File: config.mk
export PLATFORM = sky130hd
export DESIGN_NAME = sample_error_detector
export DESIGN_NICKNAME = d
export VERILOG_FILES = /design/src/rtl/sed_pkg.sv /design/src/rtl/sed_cfg.sv /design/src/rtl/sed_cmp.sv /design/src/rtl/sed_sticky.sv /design/src/rtl/sample_error_detector.sv
export SDC_FILE = /design/constraint.sdc
export NUM_CORES = 1
export LEC_CHECK = 0
export BUFFER_PORTS_ARGS = -buffer_cell sky130_fd_sc_hd__buf_2
export CAP_MARGIN = 20
export CORE_UTILIZATION = 60
export CTS_CLUSTER_DIAMETER = 50
export DETAILED_ROUTE_END_ITERATION = 8
export PLACE_DENSITY = 0.78
export SLEW_MARGIN = 20
export SYNTH_ARGS = -nofsm -noshare
export SYNTH_HDL_FRONTEND = slang
export SYNTH_HIERARCHICAL = 1
export SYNTH_SLANG_ARGS = --single-unit
File: constraint.sdc
create_clock -name clk -period 2.4 [get_ports clk]
set_clock_uncertainty 0.05 [all_clocks]
set_input_delay 0.12 -clock clk [delete_from_list [all_inputs] [get_ports clk]]
set_output_delay 0.12 -clock clk [all_outputs]
set_load 0.01 [all_outputs]
File: src/rtl/sed_pkg.sv
package sed_pkg;

  localparam int unsigned REG_AW = 8;

  localparam logic [REG_AW-1:0] ADR_CTRL  = 8'h00;
  localparam logic [REG_AW-1:0] ADR_IRQEN = 8'h01;
  localparam logic [REG_AW-1:0] ADR_IRQST = 8'h02;
  localparam logic [REG_AW-1:0] ADR_REF   = 8'h08;
  localparam logic [REG_AW-1:0] ADR_MASK  = 8'h10;

  localparam int unsigned CTRL_EN_BIT   = 0;
  localparam int unsigned CTRL_FAIL_BIT = 1;

  typedef enum logic [1:0] {
    SLOT_I0 = 2'd0,
    SLOT_Q0 = 2'd1,
    SLOT_I1 = 2'd2,
    SLOT_Q1 = 2'd3
  } slot_e;

  localparam int unsigned NSLOT = 4;

  function automatic slot_e slot_after(slot_e cur, logic frame);
    slot_e base;
    base = frame ? SLOT_I0 : cur;
    return slot_e'(base + 2'd1);
  endfunction

  function automatic logic slot_is_q(slot_e s);
    return s[0];
  endfunction

endpackage

File: src/rtl/sed_cfg.sv
module sed_cfg
  import sed_pkg::*;
#(
  parameter int unsigned DW = 16,
  parameter int unsigned BW = 8
) (
  input  logic                          clk,
  input  logic                          rst_n,
  input  logic                          wr_en,
  input  logic [REG_AW-1:0]             wr_addr,
  input  logic [BW-1:0]                 wr_data,
  input  logic [REG_AW-1:0]             rd_addr,
  output logic [BW-1:0]                 rd_data,
  input  logic                          fail_q,
  input  logic                          flag_q,
  input  logic [DW-1:0]                 mask_i,
  input  logic [DW-1:0]                 mask_q,
  output logic [NSLOT-1:0][DW-1:0]      ref_q,
  output logic                          det_en,
  output logic                          irq_en,
  output logic                          clr_fail,
  output logic                          clr_flag,
  output logic [DW-1:0]                 clr_mask_i,
  output logic [DW-1:0]                 clr_mask_q
);

  localparam int unsigned NB = DW / BW;

  function automatic logic [REG_AW-1:0] ref_adr(int unsigned s, int unsigned b);
    return REG_AW'(ADR_REF + s * NB + b);
  endfunction

  function automatic logic [REG_AW-1:0] mask_adr(int unsigned side, int unsigned b);
    return REG_AW'(ADR_MASK + side * NB + b);
  endfunction

  logic wr_ctrl, wr_irqen, wr_irqst;
  assign wr_ctrl  = wr_en && (wr_addr == ADR_CTRL);
  assign wr_irqen = wr_en && (wr_addr == ADR_IRQEN);
  assign wr_irqst = wr_en && (wr_addr == ADR_IRQST);

  assign clr_fail = wr_ctrl  && wr_data[CTRL_FAIL_BIT];
  assign clr_flag = wr_irqst && wr_data[0];

  always_ff @(posedge clk or negedge rst_n) begin
    if (!rst_n) begin
      det_en <= 1'b0;
      irq_en <= 1'b0;
    end else begin
      if (wr_ctrl)  det_en <= wr_data[CTRL_EN_BIT];
      if (wr_irqen) irq_en <= wr_data[0];
    end
  end

  for (genvar s = 0; s < NSLOT; s++) begin : g_slot
    for (genvar b = 0; b < NB; b++) begin : g_byte
      always_ff @(posedge clk or negedge rst_n) begin
        if (!rst_n)
          ref_q[s][b*BW +: BW] <= '0;
        else if (wr_en && (wr_addr == ref_adr(s, b)))
          ref_q[s][b*BW +: BW] <= wr_data;
      end
    end
  end

  for (genvar b = 0; b < NB; b++) begin : g_clr
    assign clr_mask_i[b*BW +: BW] = (wr_en && (wr_addr == mask_adr(0, b))) ? wr_data : '0;
    assign clr_mask_q[b*BW +: BW] = (wr_en && (wr_addr == mask_adr(1, b))) ? wr_data : '0;
  end

  always_comb begin
    rd_data = '0;
    if (rd_addr == ADR_CTRL) begin
      rd_data[CTRL_EN_BIT]   = det_en;
      rd_data[CTRL_FAIL_BIT] = fail_q;
    end
    if (rd_addr == ADR_IRQEN) rd_data[0] = irq_en;
    if (rd_addr == ADR_IRQST) rd_data[0] = flag_q;
    for (int s = 0; s < NSLOT; s++)
      for (int b = 0; b < NB; b++)
        if (rd_addr == ref_adr(s, b)) rd_data = ref_q[s][b*BW +: BW];
    for (int b = 0; b < NB; b++) begin
      if (rd_addr == mask_adr(0, b)) rd_data = mask_i[b*BW +: BW];
      if (rd_addr == mask_adr(1, b)) rd_data = mask_q[b*BW +: BW];
    end
  end

  p_enable_written_r10: assert property (@(posedge clk) disable iff (!rst_n)
    wr_ctrl |=> det_en == $past(wr_data[CTRL_EN_BIT]));

  p_irqen_written_r10: assert property (@(posedge clk) disable iff (!rst_n)
    wr_irqen |=> irq_en == $past(wr_data[0]));

endmodule

File: src/rtl/sed_cmp.sv
module sed_cmp
  import sed_pkg::*;
#(
  parameter int unsigned DW = 16
) (
  input  logic                     clk,
  input  logic                     rst_n,
  input  logic                     smp_valid,
  input  logic                     smp_frame,
  input  logic [DW-1:0]            smp_data,
  input  logic                     det_en,
  input  logic [NSLOT-1:0][DW-1:0] ref_q,
  output slot_e                    slot_q,
  output logic                     hit,
  output logic                     hit_on_q,
  output logic [DW-1:0]            hit_bits
);

  function automatic logic [DW-1:0] bit_diff(logic [DW-1:0] got, logic [DW-1:0] want);
    return got ^ want;
  endfunction

  slot_e         cur_slot;
  logic [DW-1:0] expect_w;
  logic [DW-1:0] diff_w;

  assign cur_slot = smp_frame ? SLOT_I0 : slot_q;
  assign expect_w = ref_q[cur_slot];
  assign diff_w   = bit_diff(smp_data, expect_w);
  assign hit      = smp_valid && det_en && (|diff_w);
  assign hit_on_q = slot_is_q(cur_slot);
  assign hit_bits = hit ? diff_w : '0;

  always_ff @(posedge clk or negedge rst_n) begin
    if (!rst_n)
      slot_q <= SLOT_I0;
    else if (smp_valid)
      slot_q <= slot_after(slot_q, smp_frame);
  end

  p_frame_realign_r3: assert property (@(posedge clk) disable iff (!rst_n)
    smp_valid && smp_frame |=> slot_q == SLOT_Q0);

  p_step_r3: assert property (@(posedge clk) disable iff (!rst_n)
    smp_valid && !smp_frame |=> slot_q == slot_e'($past(slot_q) + 2'd1));

  p_idle_hold_r9: assert property (@(posedge clk) disable iff (!rst_n)
    !smp_valid |=> $stable(slot_q));

endmodule

File: src/rtl/sed_sticky.sv
module sed_sticky #(
  parameter int unsigned DW = 16
) (
  input  logic          clk,
  input  logic          rst_n,
  input  logic          hit,
  input  logic          hit_on_q,
  input  logic [DW-1:0] hit_bits,
  input  logic          clr_fail,
  input  logic          clr_flag,
  input  logic [DW-1:0] clr_mask_i,
  input  logic [DW-1:0] clr_mask_q,
  output logic          fail_q,
  output logic          flag_q,
  output logic [DW-1:0] mask_i,
  output logic [DW-1:0] mask_q
);

  function automatic logic [DW-1:0] hold_or_clear(logic [DW-1:0] old,
                                                  logic [DW-1:0] set,
                                                  logic [DW-1:0] clr);
    return (old | set) & ~clr;
  endfunction

  logic [DW-1:0] set_i, set_q;
  assign set_i = hit_on_q ? '0 : hit_bits;
  assign set_q = hit_on_q ? hit_bits : '0;

  always_ff @(posedge clk or negedge rst_n) begin
    if (!rst_n) begin
      fail_q <= 1'b0;
      flag_q <= 1'b0;
      mask_i <= '0;
      mask_q <= '0;
    end else begin
      fail_q <= (fail_q | hit) & ~clr_fail;
      flag_q <= (flag_q | hit) & ~clr_flag;
      mask_i <= hold_or_clear(mask_i, set_i, clr_mask_i);
      mask_q <= hold_or_clear(mask_q, set_q, clr_mask_q);
    end
  end

  p_hit_sets_fail_r4: assert property (@(posedge clk) disable iff (!rst_n)
    hit && !clr_fail |=> fail_q);

  p_clear_wins_r6: assert property (@(posedge clk) disable iff (!rst_n)
    clr_flag |=> !flag_q);

  p_flag_holds_r7: assert property (@(posedge clk) disable iff (!rst_n)
    flag_q && !clr_flag |=> flag_q);

  p_mask_sticky_r5: assert property (@(posedge clk) disable iff (!rst_n)
    clr_mask_i == '0 |=> (mask_i & $past(mask_i)) == $past(mask_i));

endmodule

File: src/rtl/sample_error_detector.sv
module sample_error_detector
  import sed_pkg::*;
#(
  parameter int unsigned DW = 16,
  parameter int unsigned BW = 8
) (
  input  logic              clk,
  input  logic              rst_n,
  input  logic              wr_en,
  input  logic [REG_AW-1:0] wr_addr,
  input  logic [BW-1:0]     wr_data,
  input  logic [REG_AW-1:0] rd_addr,
  output logic [BW-1:0]     rd_data,
  input  logic              smp_valid,
  input  logic              smp_frame,
  input  logic [DW-1:0]     smp_data,
  output logic              irq
);

  logic [NSLOT-1:0][DW-1:0] ref_q;
  logic          det_en, irq_en;
  logic          clr_fail, clr_flag;
  logic [DW-1:0] clr_mask_i, clr_mask_q;
  logic          fail_q, flag_q;
  logic [DW-1:0] mask_i, mask_q;
  slot_e         slot_q;
  logic          hit, hit_on_q;
  logic [DW-1:0] hit_bits;

  sed_cfg #(.DW(DW), .BW(BW)) u_cfg (
    .clk(clk), .rst_n(rst_n),
    .wr_en(wr_en), .wr_addr(wr_addr), .wr_data(wr_data),
    .rd_addr(rd_addr), .rd_data(rd_data),
    .fail_q(fail_q), .flag_q(flag_q), .mask_i(mask_i), .mask_q(mask_q),
    .ref_q(ref_q), .det_en(det_en), .irq_en(irq_en),
    .clr_fail(clr_fail), .clr_flag(clr_flag),
    .clr_mask_i(clr_mask_i), .clr_mask_q(clr_mask_q)
  );

  sed_cmp #(.DW(DW)) u_cmp (
    .clk(clk), .rst_n(rst_n),
    .smp_valid(smp_valid), .smp_frame(smp_frame), .smp_data(smp_data),
    .det_en(det_en), .ref_q(ref_q),
    .slot_q(slot_q), .hit(hit), .hit_on_q(hit_on_q), .hit_bits(hit_bits)
  );

  sed_sticky #(.DW(DW)) u_sticky (
    .clk(clk), .rst_n(rst_n),
    .hit(hit), .hit_on_q(hit_on_q), .hit_bits(hit_bits),
    .clr_fail(clr_fail), .clr_flag(clr_flag),
    .clr_mask_i(clr_mask_i), .clr_mask_q(clr_mask_q),
    .fail_q(fail_q), .flag_q(flag_q), .mask_i(mask_i), .mask_q(mask_q)
  );

  assign irq = flag_q & irq_en;

  p_off_keeps_r8: assert property (@(posedge clk) disable iff (!rst_n)
    !det_en && clr_mask_i == '0 && clr_mask_q == '0 && !clr_flag
    |=> $stable(mask_i) && $stable(mask_q) && $stable(flag_q));

  p_match_quiet_r9: assert property (@(posedge clk) disable iff (!rst_n)
    !hit && !flag_q |=> !flag_q);

endmodule

==> metrics.md <==
| Metric | Value |
|---|---|
| Leakage | `3.35 nW` |
| Util after Layout | `68.6%` |
| Root Driver | `clkbuf_8` |
| Async SR Flop Fraction | `100%` |
| Crit path time final | `approximately 2.3 ns` |
| First-pass GRT wire length | `29.2 mm` |
| HP Class | `in -> reg` |
| Tot GR Track Use | `34.5%` |
| WHS | `0.114 ns` |
| Die height | `106 um` |
| Post-synth EDFFs | `0` |
| Cell taking the most area after synthesis | `dfrtp_1` |
| IO Pins | `54` |
| Yosys warns | `6` |
| Max-slew violation count | `0` |
| Core area | `10,400 um2` |
| Setup TNS | `0 ns` |
| Setup violators final | `0` |
| Layout cells sized above 1 | `between 30 and 40%` |
| Seq/Total Area, Yosys | `39.2%` |
| Internal | `~0.0027 W` |
| Die area | `11,300 um2` |
| Die Wd | `between 100 and 150 um` |
| Yosys reg bits | `102` |
| Yosys cell types | `66` |
| Top cell type's share of synthesized area | `39.2%` |
| Multi-input gate area | `between 3000 and 4000 um2` |
| Clock tree buffer depth | `2` |
| H-tree depth | `3` |
| Final Wtd Congestion | `0.942` |
| Clock network power share | `28.1%` |
| Routed WL | `18.5 mm` |
| Reg area | `between 2000 and 3000 um2` |
| Dpl hpwl | `~13 mm` |
| Initial DRC count | `approximately 610` |
| Synth area leaders | `dfrtp_1 39%, mux2_2 12%, mux2i_1 3.7%` |
| Setup CP Type | `reg -> reg` |
| Worst skew pair latency | `0.38 ns` |
| Final Total Pwr | `0.00385 W` |
| Cells after DPL | `between 800 and 900` |
| DR pass1 iterations | `5` |
| CTS tree | `done` |
| Vias per cell | `between 6 and 7` |
| Clk sink count | `102` |
| Layout Cells excl Fill | `828` |
| Critical Path Source Type | `flip-flop` |
| # port buffers | `53` |
| CTS clock-pin slew for the worst setup and hold paths | `0.10 ns` |
| Global route overflow | `0` |
| Initial antenna violation count | `0` |
| RSZ-0062 raised after global routing | `false` |
| Largest net degree at the start of global routing | `between 60 and 70` |
| Drt wl/cell | `22.3 um` |
| TritonCTS buffer count | `9` |
| Via count | `5,332` |
| Most frequent cells in the layout | `101 x dfrtp_1, 71 x mux2_2, 52 x buf_2` |
| Switch share | `30.6%` |
| FP Rows | `37` |
| Max Cap Violations | `0` |
| Post-Syn Area | `roughly 6500 um2` |
| Slew margin rel. | `about 44%` |
| Synthesis-to-finish area growth | `9.81%` |
| Psw | `0.00118 W` |
| Hold Vio Cnt, Final | `0` |
| Syn Inst Count | `640` |
| Tcrit/Tclk final | `97.6%` |
| Vias in the first global route | `5,228` |
| Combinational power share | `21.0%` |
| Critical Path End Type | `flip-flop` |
| Post-route ant nets | `0` |
| Initial Util | `between 60% and 70%` |
| Max FO, Critical Path | `8` |
| Ys flop type | `dfrtp_1` |
| DRC Markers | `0` |
| ANT cells | `0` |
| VDD IR max | `0.385 mV` |
| Syn_area_per_cell | `slightly above 10 um2` |
| Req. time, crit path | `roughly 2.6 ns` |
| Post-Syn Nets | `685` |
| Slew @ Worst Pin | `0.838 ns` |
| Fillers | `823` |
| Postcts setup bufs | `0` |
| Pwr dens | `539 nW/um2` |
| Final nets | `732` |
| Worst EP arrival | `2.56 ns` |
| Fmax | `427 MHz` |
| Commonest non-fill, non-tap cell in the layout | `dfrtp_1` |
| Status | `finished clean` |
| Sequential share of power | `50.9%` |
[cell type report]
| cell class | count | share of cell area [%] |
|---|---|---|
| flip-flops and latches | 102 | 35.7 |
| clock inverters | 4 | 0.665 |
| multi-input cells | 472 | 51.3 |
| inverters | 24 | 1.26 |
| clock buffers | 12 | 1.89 |
| repair buffers | 78 | 6.80 |
| well taps | 136 | 2.38 |
[worst max-delay path, cell delays in order, from the launching register on]
cell and delay [ns]:
dfrtp_2 0.51, nor3b_4 0.34, a22o_1 0.29, nand4_1 0.19
a2111oi_2 0.47, a31oi_1 0.15, nor2_1 0.17, nor2_1 0.06
[cells by family (layout without fill, tap and decap cells)]
logic type                count (synthesis)  after routing  share of synthesized area (%)
and+or+nand+nor                         201            201                           19.1
AOI/OAI and AO/OA                       141            141                           14.7
muxes                                   106            106                           18.9
DFF                                     102            102                           39.2
buffers and inverters                    66            118                           4.87
xor gates and xnor gates                 24             24                           3.23
[state kept, by name, indices dropped and copies added (netlist names)]
signal / cells
u_cfg/irq_en: 1
u_sticky/mask_q: 16
u_sticky/mask_i: 16
u_sticky/flag_q: 1
u_sticky/fail_q: 1
u_cmp/slot_q: 2
u_cfg/ref_q: 64
u_cfg/det_en: 1
[per-stage QoR]
| stage | worst slack, ns | cell area, um2 |
|---|---|---|
| after floorplan | 0.517 | 6510 |
| after CTS | 0.0234 | 7120 |
| after global placement | 0.0488 | 6920 |
| final | 0.0578 | 7140 |
| after detailed placement | 0.0413 | 6920 |
| after global routing | 0.0298 | 7140 |
[final timing paths]
kind | start | to | slack [ns] | depth (start not counted)
setup / recovery | u_cmp/slot_q[1] | u_sticky/flag_q | 0.06 | 7
hold / removal | wr_data[4] | u_cfg/ref_q[60] | 0.11 | 2
setup reg to reg | u_cmp/slot_q[1] | u_sticky/flag_q | 0.06 | 7
hold reg to reg | u_sticky/mask_q[10] | u_sticky/mask_q[10] | 0.46 | 2
max in group asynchronous | rst_n | u_cmp/slot_q[1] | 1.25 | 3
min in group asynchronous | rst_n | u_sticky/mask_q[8] | 0.33 | 2
[synthesized netlist by cell type (4+ instances only)]
| cell type | instances |
|---|---|
| clkbuf_1 | 24 |
| o21ai_1 | 5 |
| xnor2_1 | 20 |
| mux2i_1 | 24 |
| o21a_1 | 5 |
| o221ai_1 | 6 |
| a22o_1 | 5 |
| nor3_1 | 9 |
| nand3_1 | 8 |
| nand2b_1 | 11 |
| a21oi_2 | 14 |
| nand2b_4 | 14 |
| o22ai_1 | 7 |
| mux4_2 | 5 |
| nor2_1 | 50 |
| dfrtp_1 | 102 |
| and2_1 | 38 |
| nor2b_1 | 12 |
| buf_6 | 7 |
| mux2_2 | 71 |
| inv_1 | 23 |
| o21ai_0 | 22 |
| xor2_1 | 4 |
| nand2_1 | 23 |
| nor3b_1 | 8 |
| a21oi_1 | 35 |
| buf_2 | 7 |
| a22oi_1 | 4 |
| a31oi_1 | 8 |
[routing by layer]
| metal | vias to the layer above | wire [um] | global-route usage [%] |
|---|---|---|---|
| met5 | - | 0 | 0 |
| met4 | 0 | 606 | 13.7 |
| met3 | 54 | 1800 | 6.38 |
| met2 | 310 | 8240 | 53.2 |
| met1 | 2609 | 7850 | 48.3 |
| li1 | 2359 | - | - |
[power groups by stage]
stage	Combinational (W)	Sequential [W]	Clock, W
finish	0.000810	0.00196	0.00108
global route	0.000867	0.00198	0.00116
CTS	0.000784	0.00195	0.00110
detailed placement	0.000775	0.00199	0
global placement	0.000748	0.00198	0
floorplan	0.000554	0.00194	0
[repair_timing]
item | 4_1_cts | 5_1_grt
pin swaps | 0 | 1
endpoints found under the setup margin | 1 | 2
hold buffers | 2 | 0
gates resized for setup | 1 | 4
hold endpoints to repair | 64 | 0
No activity file was read; power rests on OpenSTA's default activity.
